$ cat src/rtl/ecp_pkg.sv
package ecp_pkg;

    typedef enum logic [2:0] {
        MD_STD   = 3'b000,
        MD_BIDIR = 3'b001,
        MD_PPF   = 3'b010,
        MD_EXT   = 3'b011,
        MD_RSV4  = 3'b100,
        MD_RSV5  = 3'b101,
        MD_TEST  = 3'b110,
        MD_CFG   = 3'b111
    } ecp_mode_e;

    localparam logic [1:0] ADR_DATA = 2'd0;
    localparam logic [1:0] ADR_CFGB = 2'd1;
    localparam logic [1:0] ADR_CTRL = 2'd2;

    typedef struct packed {
        ecp_mode_e mode;
        logic      err_dis;
        logic      dma_en;
        logic      svc;
    } ecr_ctl_t;

    // Codes 010 and above use the FIFO.
    function automatic logic is_fifo_mode(input ecp_mode_e m);
        return m[2] | m[1];
    endfunction

    // Interrupt number to the three-bit line code of config B.
    function automatic logic [2:0] irq_to_line(input int irq);
        case (irq)
            7:       return 3'd1;
            9:       return 3'd2;
            10:      return 3'd3;
            11:      return 3'd4;
            14:      return 3'd5;
            15:      return 3'd6;
            5:       return 3'd7;
            default: return 3'd0;
        endcase
    endfunction

endpackage

$ cat src/rtl/ecp_fifo.sv
module ecp_fifo #(
    parameter int DEPTH = 16,
    parameter int W     = 8,
    localparam int AW   = (DEPTH > 1) ? $clog2(DEPTH) : 1,
    localparam int CW   = $clog2(DEPTH + 1)
) (
    input  logic          clk,
    input  logic          rst,
    input  logic          clr,
    input  logic          push,
    input  logic          pop,
    input  logic [W-1:0]  din,
    output logic [W-1:0]  dout,
    output logic [CW-1:0] cnt,
    output logic [CW-1:0] cnt_nxt,
    output logic          empty,
    output logic          full
);

    logic [W-1:0]  mem [DEPTH];
    logic [AW-1:0] wr_ptr, rd_ptr;
    logic          do_push, do_pop;

    function automatic logic [AW-1:0] step(input logic [AW-1:0] p);
        return (p == AW'(DEPTH - 1)) ? '0 : p + AW'(1);
    endfunction

    assign empty   = (cnt == '0);
    assign full    = (cnt == CW'(DEPTH));
    assign do_push = push & ~full;
    assign do_pop  = pop & ~empty;
    assign dout    = empty ? '0 : mem[rd_ptr];

    always_comb begin
        if (clr) cnt_nxt = '0;
        else     cnt_nxt = cnt + CW'(do_push) - CW'(do_pop);
    end

    always_ff @(posedge clk) begin
        if (rst || clr) begin
            wr_ptr <= '0;
            rd_ptr <= '0;
            cnt    <= '0;
        end else begin
            if (do_push) wr_ptr <= step(wr_ptr);
            if (do_pop)  rd_ptr <= step(rd_ptr);
            cnt <= cnt_nxt;
        end
    end

    always_ff @(posedge clk) begin
        if (do_push && !clr) mem[wr_ptr] <= din;
    end

endmodule

$ cat src/rtl/ecp_thresh.sv
module ecp_thresh #(
    parameter int DEPTH  = 16,
    parameter int WR_THR = 6,
    parameter int RD_THR = 10,
    localparam int CW    = $clog2(DEPTH + 1)
) (
    input  logic          active,
    input  logic          dir_rev,
    input  logic [CW-1:0] cnt,
    input  logic [CW-1:0] cnt_nxt,
    output logic          hit
);

    logic [CW-1:0] free_cur, free_nxt;
    logic          fwd_cross, rev_cross;

    assign free_cur  = CW'(DEPTH) - cnt;
    assign free_nxt  = CW'(DEPTH) - cnt_nxt;
    assign fwd_cross = (free_cur < CW'(WR_THR)) && (free_nxt >= CW'(WR_THR));
    assign rev_cross = (cnt < CW'(RD_THR)) && (cnt_nxt >= CW'(RD_THR));
    assign hit       = active & (dir_rev ? rev_cross : fwd_cross);

endmodule

$ cat src/rtl/ecp_ecr.sv
module ecp_ecr
    import ecp_pkg::*;
(
    input  logic       clk,
    input  logic       rst,
    input  logic       wr,
    input  logic [7:2] wdata,
    input  logic       hit,
    output ecr_ctl_t   ctl,
    output logic       clr_req
);

    ecp_mode_e req_mode;
    logic      hop_block;

    assign req_mode  = ecp_mode_e'(wdata[7:5]);
    assign hop_block = is_fifo_mode(ctl.mode) && is_fifo_mode(req_mode)
                       && (req_mode != ctl.mode);
    assign clr_req   = wr && (wdata[7:6] == 2'b00);

    always_ff @(posedge clk) begin
        if (rst) begin
            ctl <= '{mode: MD_STD, err_dis: 1'b0, dma_en: 1'b0, svc: 1'b0};
        end else if (wr) begin
            if (!hop_block) ctl.mode <= req_mode;
            ctl.err_dis <= wdata[4];
            ctl.dma_en  <= wdata[3];
            ctl.svc     <= wdata[2];
        end else if (hit) begin
            ctl.svc <= 1'b1;
        end
    end

endmodule

$ cat src/rtl/ecp_ctl_fifo.sv
module ecp_ctl_fifo
    import ecp_pkg::*;
#(
    parameter int         DEPTH   = 16,
    parameter int         WR_THR  = 6,
    parameter int         RD_THR  = 10,
    parameter int         DMA_CH  = 3,
    parameter int         IRQ_NUM = 7,
    parameter logic [7:0] CFGA_ID = 8'h10,
    localparam int        CW      = $clog2(DEPTH + 1)
) (
    input  logic       clk,
    input  logic       rst,
    input  logic       host_wr,
    input  logic       host_rd,
    input  logic [1:0] host_addr,
    input  logic [7:0] host_wdata,
    output logic [7:0] host_rdata,
    input  logic       dir_rev,
    input  logic       eng_push,
    input  logic [7:0] eng_wdata,
    input  logic       eng_pop,
    output logic [7:0] eng_rdata,
    output logic       eng_avail,
    output logic [2:0] mode_o,
    output logic       dma_en_o,
    output logic       svc_o
);

    ecr_ctl_t      ctl;
    logic          ecr_wr, fifo_clr;
    logic          host_push, host_pop, eng_push_ok, eng_pop_ok;
    logic          fifo_push, fifo_pop;
    logic [7:0]    fifo_din, fifo_dout;
    logic [CW-1:0] fifo_cnt, fifo_cnt_nxt;
    logic          fifo_empty, fifo_full, thr_hit;
    logic          host_fifo_rd_mode, eng_fwd_mode;
    logic [7:0]    cfgb;

    assign ecr_wr = host_wr && (host_addr == ADR_CTRL);

    ecp_ecr u_ecr (
        .clk     (clk),
        .rst     (rst),
        .wr      (ecr_wr),
        .wdata   (host_wdata[7:2]),
        .hit     (thr_hit),
        .ctl     (ctl),
        .clr_req (fifo_clr)
    );

    // Which side may touch the FIFO in the current mode and direction.
    assign host_fifo_rd_mode = (ctl.mode == MD_TEST) || ((ctl.mode == MD_EXT) && dir_rev);
    assign eng_fwd_mode      = ((ctl.mode == MD_PPF) || (ctl.mode == MD_EXT)) && !dir_rev;

    assign host_push   = host_wr && (host_addr == ADR_DATA) &&
                         ((ctl.mode == MD_PPF) || (ctl.mode == MD_TEST) ||
                          ((ctl.mode == MD_EXT) && !dir_rev));
    assign host_pop    = host_rd && (host_addr == ADR_DATA) && host_fifo_rd_mode;
    assign eng_push_ok = eng_push && dir_rev && (ctl.mode == MD_EXT);
    assign eng_pop_ok  = eng_pop && eng_fwd_mode;

    assign fifo_push = host_push | eng_push_ok;
    assign fifo_pop  = host_pop | eng_pop_ok;
    assign fifo_din  = eng_push_ok ? eng_wdata : host_wdata;

    ecp_fifo #(.DEPTH(DEPTH), .W(8)) u_fifo (
        .clk     (clk),
        .rst     (rst),
        .clr     (fifo_clr),
        .push    (fifo_push),
        .pop     (fifo_pop),
        .din     (fifo_din),
        .dout    (fifo_dout),
        .cnt     (fifo_cnt),
        .cnt_nxt (fifo_cnt_nxt),
        .empty   (fifo_empty),
        .full    (fifo_full)
    );

    ecp_thresh #(.DEPTH(DEPTH), .WR_THR(WR_THR), .RD_THR(RD_THR)) u_thr (
        .active  (is_fifo_mode(ctl.mode) && !fifo_clr),
        .dir_rev (dir_rev),
        .cnt     (fifo_cnt),
        .cnt_nxt (fifo_cnt_nxt),
        .hit     (thr_hit)
    );

    assign cfgb = {2'b00, irq_to_line(IRQ_NUM), 3'(DMA_CH)};

    always_comb begin
        host_rdata = 8'h00;
        case (host_addr)
            ADR_DATA: begin
                if (ctl.mode == MD_CFG)     host_rdata = CFGA_ID;
                else if (host_fifo_rd_mode) host_rdata = fifo_dout;
            end
            ADR_CFGB: begin
                if (ctl.mode == MD_CFG) host_rdata = cfgb;
            end
            ADR_CTRL: host_rdata = {ctl.mode, ctl.err_dis, ctl.dma_en, ctl.svc,
                                    fifo_full, fifo_empty};
            default:  host_rdata = 8'h00;
        endcase
    end

    assign eng_rdata = fifo_dout;
    assign eng_avail = eng_fwd_mode && !fifo_empty;
    assign mode_o    = ctl.mode;
    assign dma_en_o  = ctl.dma_en;
    assign svc_o     = ctl.svc;

endmodule

$ cat config.mk
export PLATFORM = sky130hd
export DESIGN_NAME = ecp_ctl_fifo
export DESIGN_NICKNAME = d
export VERILOG_FILES = /design/src/rtl/ecp_pkg.sv /design/src/rtl/ecp_fifo.sv /design/src/rtl/ecp_thresh.sv /design/src/rtl/ecp_ecr.sv /design/src/rtl/ecp_ctl_fifo.sv
export SDC_FILE = /design/constraint.sdc
export NUM_CORES = 1
export LEC_CHECK = 0
export BUFFER_PORTS_ARGS = -buffer_cell sky130_fd_sc_hd__buf_2
export CAP_MARGIN = 20
export CORE_ASPECT_RATIO = 0.9
export CORE_MARGIN = 4
export CORE_UTILIZATION = 50
export CTS_CLUSTER_SIZE = 28
export DETAILED_ROUTE_END_ITERATION = 16
export GPL_ROUTABILITY_DRIVEN = 0
export PLACE_DENSITY = 0.65
export SLEW_MARGIN = 40
export SYNTH_ARGS = -nofsm -noshare
export SYNTH_HDL_FRONTEND = slang
export SYNTH_SLANG_ARGS = --single-unit
$ cat constraint.sdc
create_clock -name clk -period 4.5 [get_ports clk]
set_clock_uncertainty 0.05 [all_clocks]
set_input_delay 0 -clock clk [delete_from_list [all_inputs] [get_ports clk]]
set_output_delay 0 -clock clk [all_outputs]
set_load 0.005 [all_outputs]
# --- Word-level counts from Yosys, hierarchy flattened ---
# Memory sizes are Yosys's and may differ from the RTL's. A register that Yosys moved wholly into a read port is not among the register bits.
# Index checks and enable logic that the tools add are counted.
op_classes:
  add_sub_neg: 6
  magnitude_cmp: 4
  reduce_logical: 32
  n_mux: 16
  eq_ne: 10
  bitwise: 10
op_table:
  columns: ["op", "count"]
  rows:
  - ["two-way mux 8 bit", 4]
  - ["one-hot mux 8 bit (3 select lines)", 1]
  - ["two-way mux 4 bit", 5]
  - ["logical AND 1 bit", 19]
  - ["subtractor 5 bit, first input constant", 2]
  - ["adder 4 x 1 -> 4 bit, second input constant", 2]
  - ["== test 4 bit, second input constant", 2]
  - ["== test 3 x 2 -> 1 bit, second input constant", 2]
  - ["== test 3 bit, second input constant", 2]
  - ["adder 5 x 1 -> 5 bit", 1]
  - ["== test 5 bit, second input constant", 1]
  - ["greater-or-equal comparator 5 x 3 -> 1 bit, second input constant", 1]
  - ["greater-or-equal comparator 5 x 4 -> 1 bit, second input constant", 1]
  - ["zero test 5 bit", 1]
  - ["logical OR 1 bit", 5]
  - ["< comparator 5 x 3 -> 1 bit, second input constant", 1]
  - ["< comparator 5 x 4 -> 1 bit, second input constant", 1]
  - ["two-way mux 1 bit", 5]
  - ["two-way mux 5 bit", 1]
  - ["subtractor 5 x 1 -> 5 bit", 1]
  - ["zero test 2 bit", 2]
  - ["bitwise OR 1 bit", 4]
  - ["bitwise AND 1 bit", 3]
  - ["zero test 1 bit", 3]
  - ["other kinds (6)", 8]
word_totals:
  memories: 1
  input_bits: 25
  ramBits: 128
  regBits: 19
  output_inout_bits: 22
mem_list:
  columns: ["memory", "depth", "width", "read_ports", "rd_ports_with_merged_regs", "wr", "line", "source"]
  rows:
  - ["u_fifo.mem", 16, 8, 1, 1, 1, "ecp_fifo.sv:20", "logic [W-1:0] mem [DEPTH];"]

# --- Longest topological paths before layout ---
logic_depth:
  ltp_word: 16
  mapped_depth: 16
  ltp_nobuf: 16

# --- Hierarchy ---
# Synthesis repeated with hierarchy kept, for this count alone.
hier_totals:
  hier_cells: 426
  area_unflattened_um2: 6781.5
modules_own_cells:
  columns: ["mod", "seq_area_each_um2", "area_per_inst_um2", "cells_per_inst", "n_inst"]
  rows:
  - ["ecp_fifo", 4184.0, 5913.2, 324, 1]
  - ["ecp_ctl_fifo", 0.0, 351.6, 38, 1]
  - ["ecp_ecr", 120.1, 300.3, 32, 1]
  - ["ecp_thresh", 0.0, 216.5, 32, 1]

# --- Least setup slack after synthesis ---
# Ideal clock, no wire load.
synth_timing:
  kind: "reg-to-reg"
  from: "register u_fifo.cnt[1]"
  to: "register u_ecr.ctl[0] (netlist name)"
  path_stages_with_launch: 16
  arrival_time_ns: 3.385
  n_path_buf: 0
  synth_period_minus_slack_ns: 3.563
  path_slack_ns: 0.937
  path_cell_list: "dfxtp_1 > inv_1 > ha_1 > and2_1 > ha_1 > a21oi_2 > xnor2_1 > ha_1 > inv_1 > fa_1 > nand2b_1 > ha_1 > or2_2 > a221o_1 > a221oi_1 > o22ai_1"
synth_between:
  elab_chain_len: 12
  word_cells_on_any_way: 20
  classes_between: "4 x add/sub; 4 x order compare; 1 x eq/ne; 2 x mux; 5 x bitwise; 4 x reduce/logical"
synth_rtl:
  columns: ["item", "line", "source"]
  rows:
  - ["start, declared", "ecp_fifo.sv:14", "output logic [CW-1:0] cnt,"]
  - ["start signal, assigned", "ecp_fifo.sv:47", "cnt <= cnt_nxt;"]
  - ["== test 5 bit", "ecp_fifo.sv:29", "assign full = (cnt == CW'(DEPTH));"]
  - ["NOT 1 bit", "ecp_fifo.sv:30", "assign do_push = push & ~full;"]
  - ["bitwise AND 1 bit", "ecp_fifo.sv:30", null]
  - ["adder 5 x 1 -> 5 bit", "ecp_fifo.sv:36", "else cnt_nxt = cnt + CW'(do_push) - CW'(do_pop);"]
  - ["subtractor 5 x 1 -> 5 bit", "ecp_fifo.sv:36", null]
  - ["two-way mux 5 bit", "ecp_fifo.sv:35", "if (clr) cnt_nxt = '0;"]
  - ["subtractor 5 bit", "ecp_thresh.sv:18", "assign free_nxt = CW'(DEPTH) - cnt_nxt;"]
  - ["greater-or-equal comparator 5 x 3 -> 1 bit", "ecp_thresh.sv:19", "assign fwd_cross = (free_cur < CW'(WR_THR)) && (free_nxt >= CW'(WR_THR));"]
  - ["logical AND 1 bit", "ecp_thresh.sv:19", null]
  - ["two-way mux 1 bit *", "ecp_thresh.sv:21", "assign hit = active & (dir_rev ? rev_cross : fwd_cross);"]
  - ["bitwise AND 1 bit *", "ecp_thresh.sv:21", null]
  - ["nonzero test 2 bit (no line) *", null, null]
# Every way passes the cells marked *; elsewhere a longest branch is shown, timed or not.
# A chain may end at the register's enable or synchronous reset.

# --- Worst setup path after layout ---
layout_timing:
  from: "register u_fifo.cnt[1]"
  to: "register u_ecr.ctl[0] (netlist name)"
layout_between:
  elab_chain_len: 12
  word_cells_on_any_way: 20
  classes_between: "4 x add/sub; 4 x order compare; 1 x eq/ne; 2 x mux; 5 x bitwise; 4 x reduce/logical"
layout_rtl:
  columns: ["item", "line"]
  rows:
  - ["== test 5 bit", "ecp_fifo.sv:29"]
  - ["NOT 1 bit", "ecp_fifo.sv:30"]
  - ["bitwise AND 1 bit", "ecp_fifo.sv:30"]
  - ["adder 5 x 1 -> 5 bit", "ecp_fifo.sv:36"]
  - ["subtractor 5 x 1 -> 5 bit", "ecp_fifo.sv:36"]
  - ["two-way mux 5 bit", "ecp_fifo.sv:35"]
  - ["subtractor 5 bit", "ecp_thresh.sv:18"]
  - ["greater-or-equal comparator 5 x 3 -> 1 bit", "ecp_thresh.sv:19"]
  - ["logical AND 1 bit", "ecp_thresh.sv:19"]
  - ["two-way mux 1 bit *", "ecp_thresh.sv:21"]
  - ["bitwise AND 1 bit *", "ecp_thresh.sv:21"]
  - ["nonzero test 2 bit (no line) *", null]
# Marks and branches as above.

==> impl_metrics.csv <==
group,metric,value,unit
setup_path,slowest_delay,460,ps
route,drt-total-wl,14.0,mm
cells_and_area,drive_above_1_share,29.7,%
clock_network,clkTransAtPathRegs,60,ps
setup_path,slowest_stage,"fa_1",
grt,grt_max_degree,30,
die,start_util,51.8,%
synthesis,yosys_warnings,0,
sta,slew_headroom,48.0,%
pwr,power.leakage,0.00266,µW
setup_path,ff2ff_path_depth,15,
cells_and_area,post-route-util,60.4,%
sta,tightestPinTransition,778,ps
sta,slew_viol_final,0,
setup_path,path_depth,15,
synthesis,ys.flop_type,"edfxtp_1",
grt,grt_pass1_wl,22.0,mm
clock_network,cts_buffer_depth,2,
synthesis,ys_seq_area_share,64.2,%
placement,placed_cell_area,7070,µm²
pwr,vdd_drop_max,0.000493,V
route,dr.pass1.iters,5,
cells_and_area,fillers,972,
sta,final-hold-violation-count,0,
setup_path,cp_common_cell,"ha_1",
setup_path,critPathCapture,"u_ecr.ctl[0]",
synthesis,synth_edf_count,128,
die,die_x,130,µm
cells_and_area,final_nets,531,
synthesis,synth_cell_types,46,
clock_network,post_cts_resized,0,
clock_network,clk_latency,420,ps
synthesis,syn_area,6700,µm²
setup_path,critical_path_required,4740,ps
synthesis,postSynthCellCount,428,
setup_path,arrival,4340,ps
setup_path,cp.buffers_inverters,2,
clock_network,postCtsSetupBuffers,0,
setup_path,critPathLaunch,"u_fifo.cnt[1]",
die,io_pins,47,
setup_path,r2r_slack,400,ps
outcome,status,"completed",
die,die_y,118,µm
setup_path,critPathLaunchType,"flop",
die,rows,39,
pwr,power_density,386,nW/µm²
cells_and_area,diodes,0,
flow_run,cap_violations,0,
synthesis,synth_area_leaders,"edfxtp_1 57%, mux4_2 13%, dfxtp_1 6.9%, ha_1 3.4%, nor2_1 2.1%",
die,core_area,12900,µm²
route,wl_per_cell,21.2,µm
setup_path,r2r_end,"u_ecr.ctl[0]",
cells_and_area,area_growth,16.4,%
clock_network,root_buffer,"clkbuf_16",
clock_network,cts_buffers,17,
sta,finalSetupViolCount,0,
synthesis,synth_top_area_share,57.3,%
route,drc,0,
setup_path,path_max_fanout,12,
grt,grt_pass1_vias,3831,
min_path,hold_path.class,"in2reg",
placement,hpwlAfterDp,9.56,mm
min_path,hold_path_depth,2,
synthesis,avgSynthCellArea,15.7,µm²
synthesis,synth.most_common_cell,"edfxtp_1",
grt,grt_usage,19.2,%
clock_network,cts_tree,"done",
route,drt_iter0_drc,472,
setup_path,crit_chain,"inv_1, ha_1, and2_1, ha_1, a21oi_2, xnor2_1, ha_1, inv_1, fa_1, nand2b_1, ha_1, or2_2, a221o_1, a221oi_1, o22ai_1",
synthesis,async_flop_share,0,%
sta,clock.fmax,244,MHz
sta,tns,0,ps
synthesis,yosys.area.top_type,"edfxtp_1",
grt,grt-ovfl-total,0,
sta,post-route-min-period,4100,ps
grt,antenna_found_initial,0,
route,ant_nets,0,
setup_path,crit_type,"reg2reg",
cells_and_area,fin_area,7800,µm²
setup_path,reg2reg_from,"u_fifo.cnt[1]",
route,vias_per_cell,5.75,
clock_network,cts.sinks,151,
synthesis,ys_top_cells_by_count,"128 x edfxtp_1, 40 x mux4_2, 38 x nor2_1",
sta,fin_worst_hold_slack,90.5,ps
sta,rsz0062_at_grt,"false",
pwr,finalPower,3010,µW
route,vias,3813,
clock_network,htreeDepth,4,
placement,io_buffers,46,
die,die-area,15300,µm²
setup_path,critPathCaptureType,"flop",
sta,fin_crit_sh,91.1,%
synthesis,syn_nets,472,
setup_path,cpLargestDelayFamily,"adder cells",
synthesis,ys_seq_elements,151,
## kinds of logic after synthesis
group	share of synthesized area, %
xor+xnor	2.03
flops	64.2
fa+ha+maj	3.66
compound gates	4.44
mux	15.4
simple gates	7.50
buf+inv	2.74
## how the worst min path moves through the flow
stage / from / slack, ps / end
2_1_floorplan: host_addr[0] / 10 / host_rdata[4]
3_3_place_gp: host_wdata[3] / 200 / u_ecr.ctl[1]
3_5_place_dp: host_wdata[3] / 200 / u_ecr.ctl[1]
4_1_cts: host_wdata[1] / 90 / u_fifo.mem[6][1]
5_1_grt: host_wdata[0] / 140 / u_fifo.mem[15][0]
6_report: host_wdata[1] / 90 / u_fifo.mem[6][1]
## registers in the layout (all words and copies together), names as in the netlist, named ones only
register,cells
u_fifo.cnt,5
u_fifo.wr_ptr,4
u_fifo.mem,128
u_fifo.rd_ptr,4
u_ecr.ctl,6
## layer usage
layer	vias up	GRT usage, %	share of wire, %
li1	1755	-	-
met1	1922	29.3	47
met2	125	28.0	46
met3	11	4.22	6.3
met4	0	5.00	1.0
met5	-	0	0
## layout by cell type, fill, tap and decap left out, drive strengths merged, types with 13 or more instances in the layout
cell type      n
dfxtp         23
nor2          38
a21oi         17
dlygate4sd3   13
ha            18
mux4          40
buf           53
edfxtp       128
nor2b         13
nand2         23
inv           16
clkbuf        17
## metrics by stage
stage / instances / setup slack [ps]
floorplan: 428 / 937
finish: 663 / 399
global route: 663 / 73.4
CTS: 663 / 387
global placement: 619 / 571
detailed placement: 619 / 404
## power breakdown
part / switching (µW) / leakage (µW) / internal [µW]
combinational: 47.9 / 0.00104 / 32.0
clock: 548 / 0.000282 / 863
sequential: 3.77 / 0.00134 / 1520
## repair_timing
action	4_1_cts	5_1_grt
setup endpoints to repair	0	0
endpoints found under the hold margin	7	0
hold buffers	13	0
## final cells by class
cell class	instances	area, µm²	area share, %
timing repair buffer	66	413	5.29
inverter	14	52.6	0.673
sequential	151	4310	55.2
clock inverter	14	158	2.02
multi-input combinational	237	2240	28.7
clock buffer	17	425	5.45
tap	164	205	2.63
## worst reg2reg max path: stages, from the launching register on
cell and delay [ps]:
dfxtp_1 400, inv_1 120, ha_1 230, and2_1 180
ha_1 340, a21oi_2 360, xnor2_1 170, ha_1 180
inv_1 60, fa_1 460, nand2b_1 200, ha_1 290
or2_2 290, a221o_1 290, a221oi_1 240, o22ai_1 110
No activity file was read; power rests on OpenSTA's default activity.
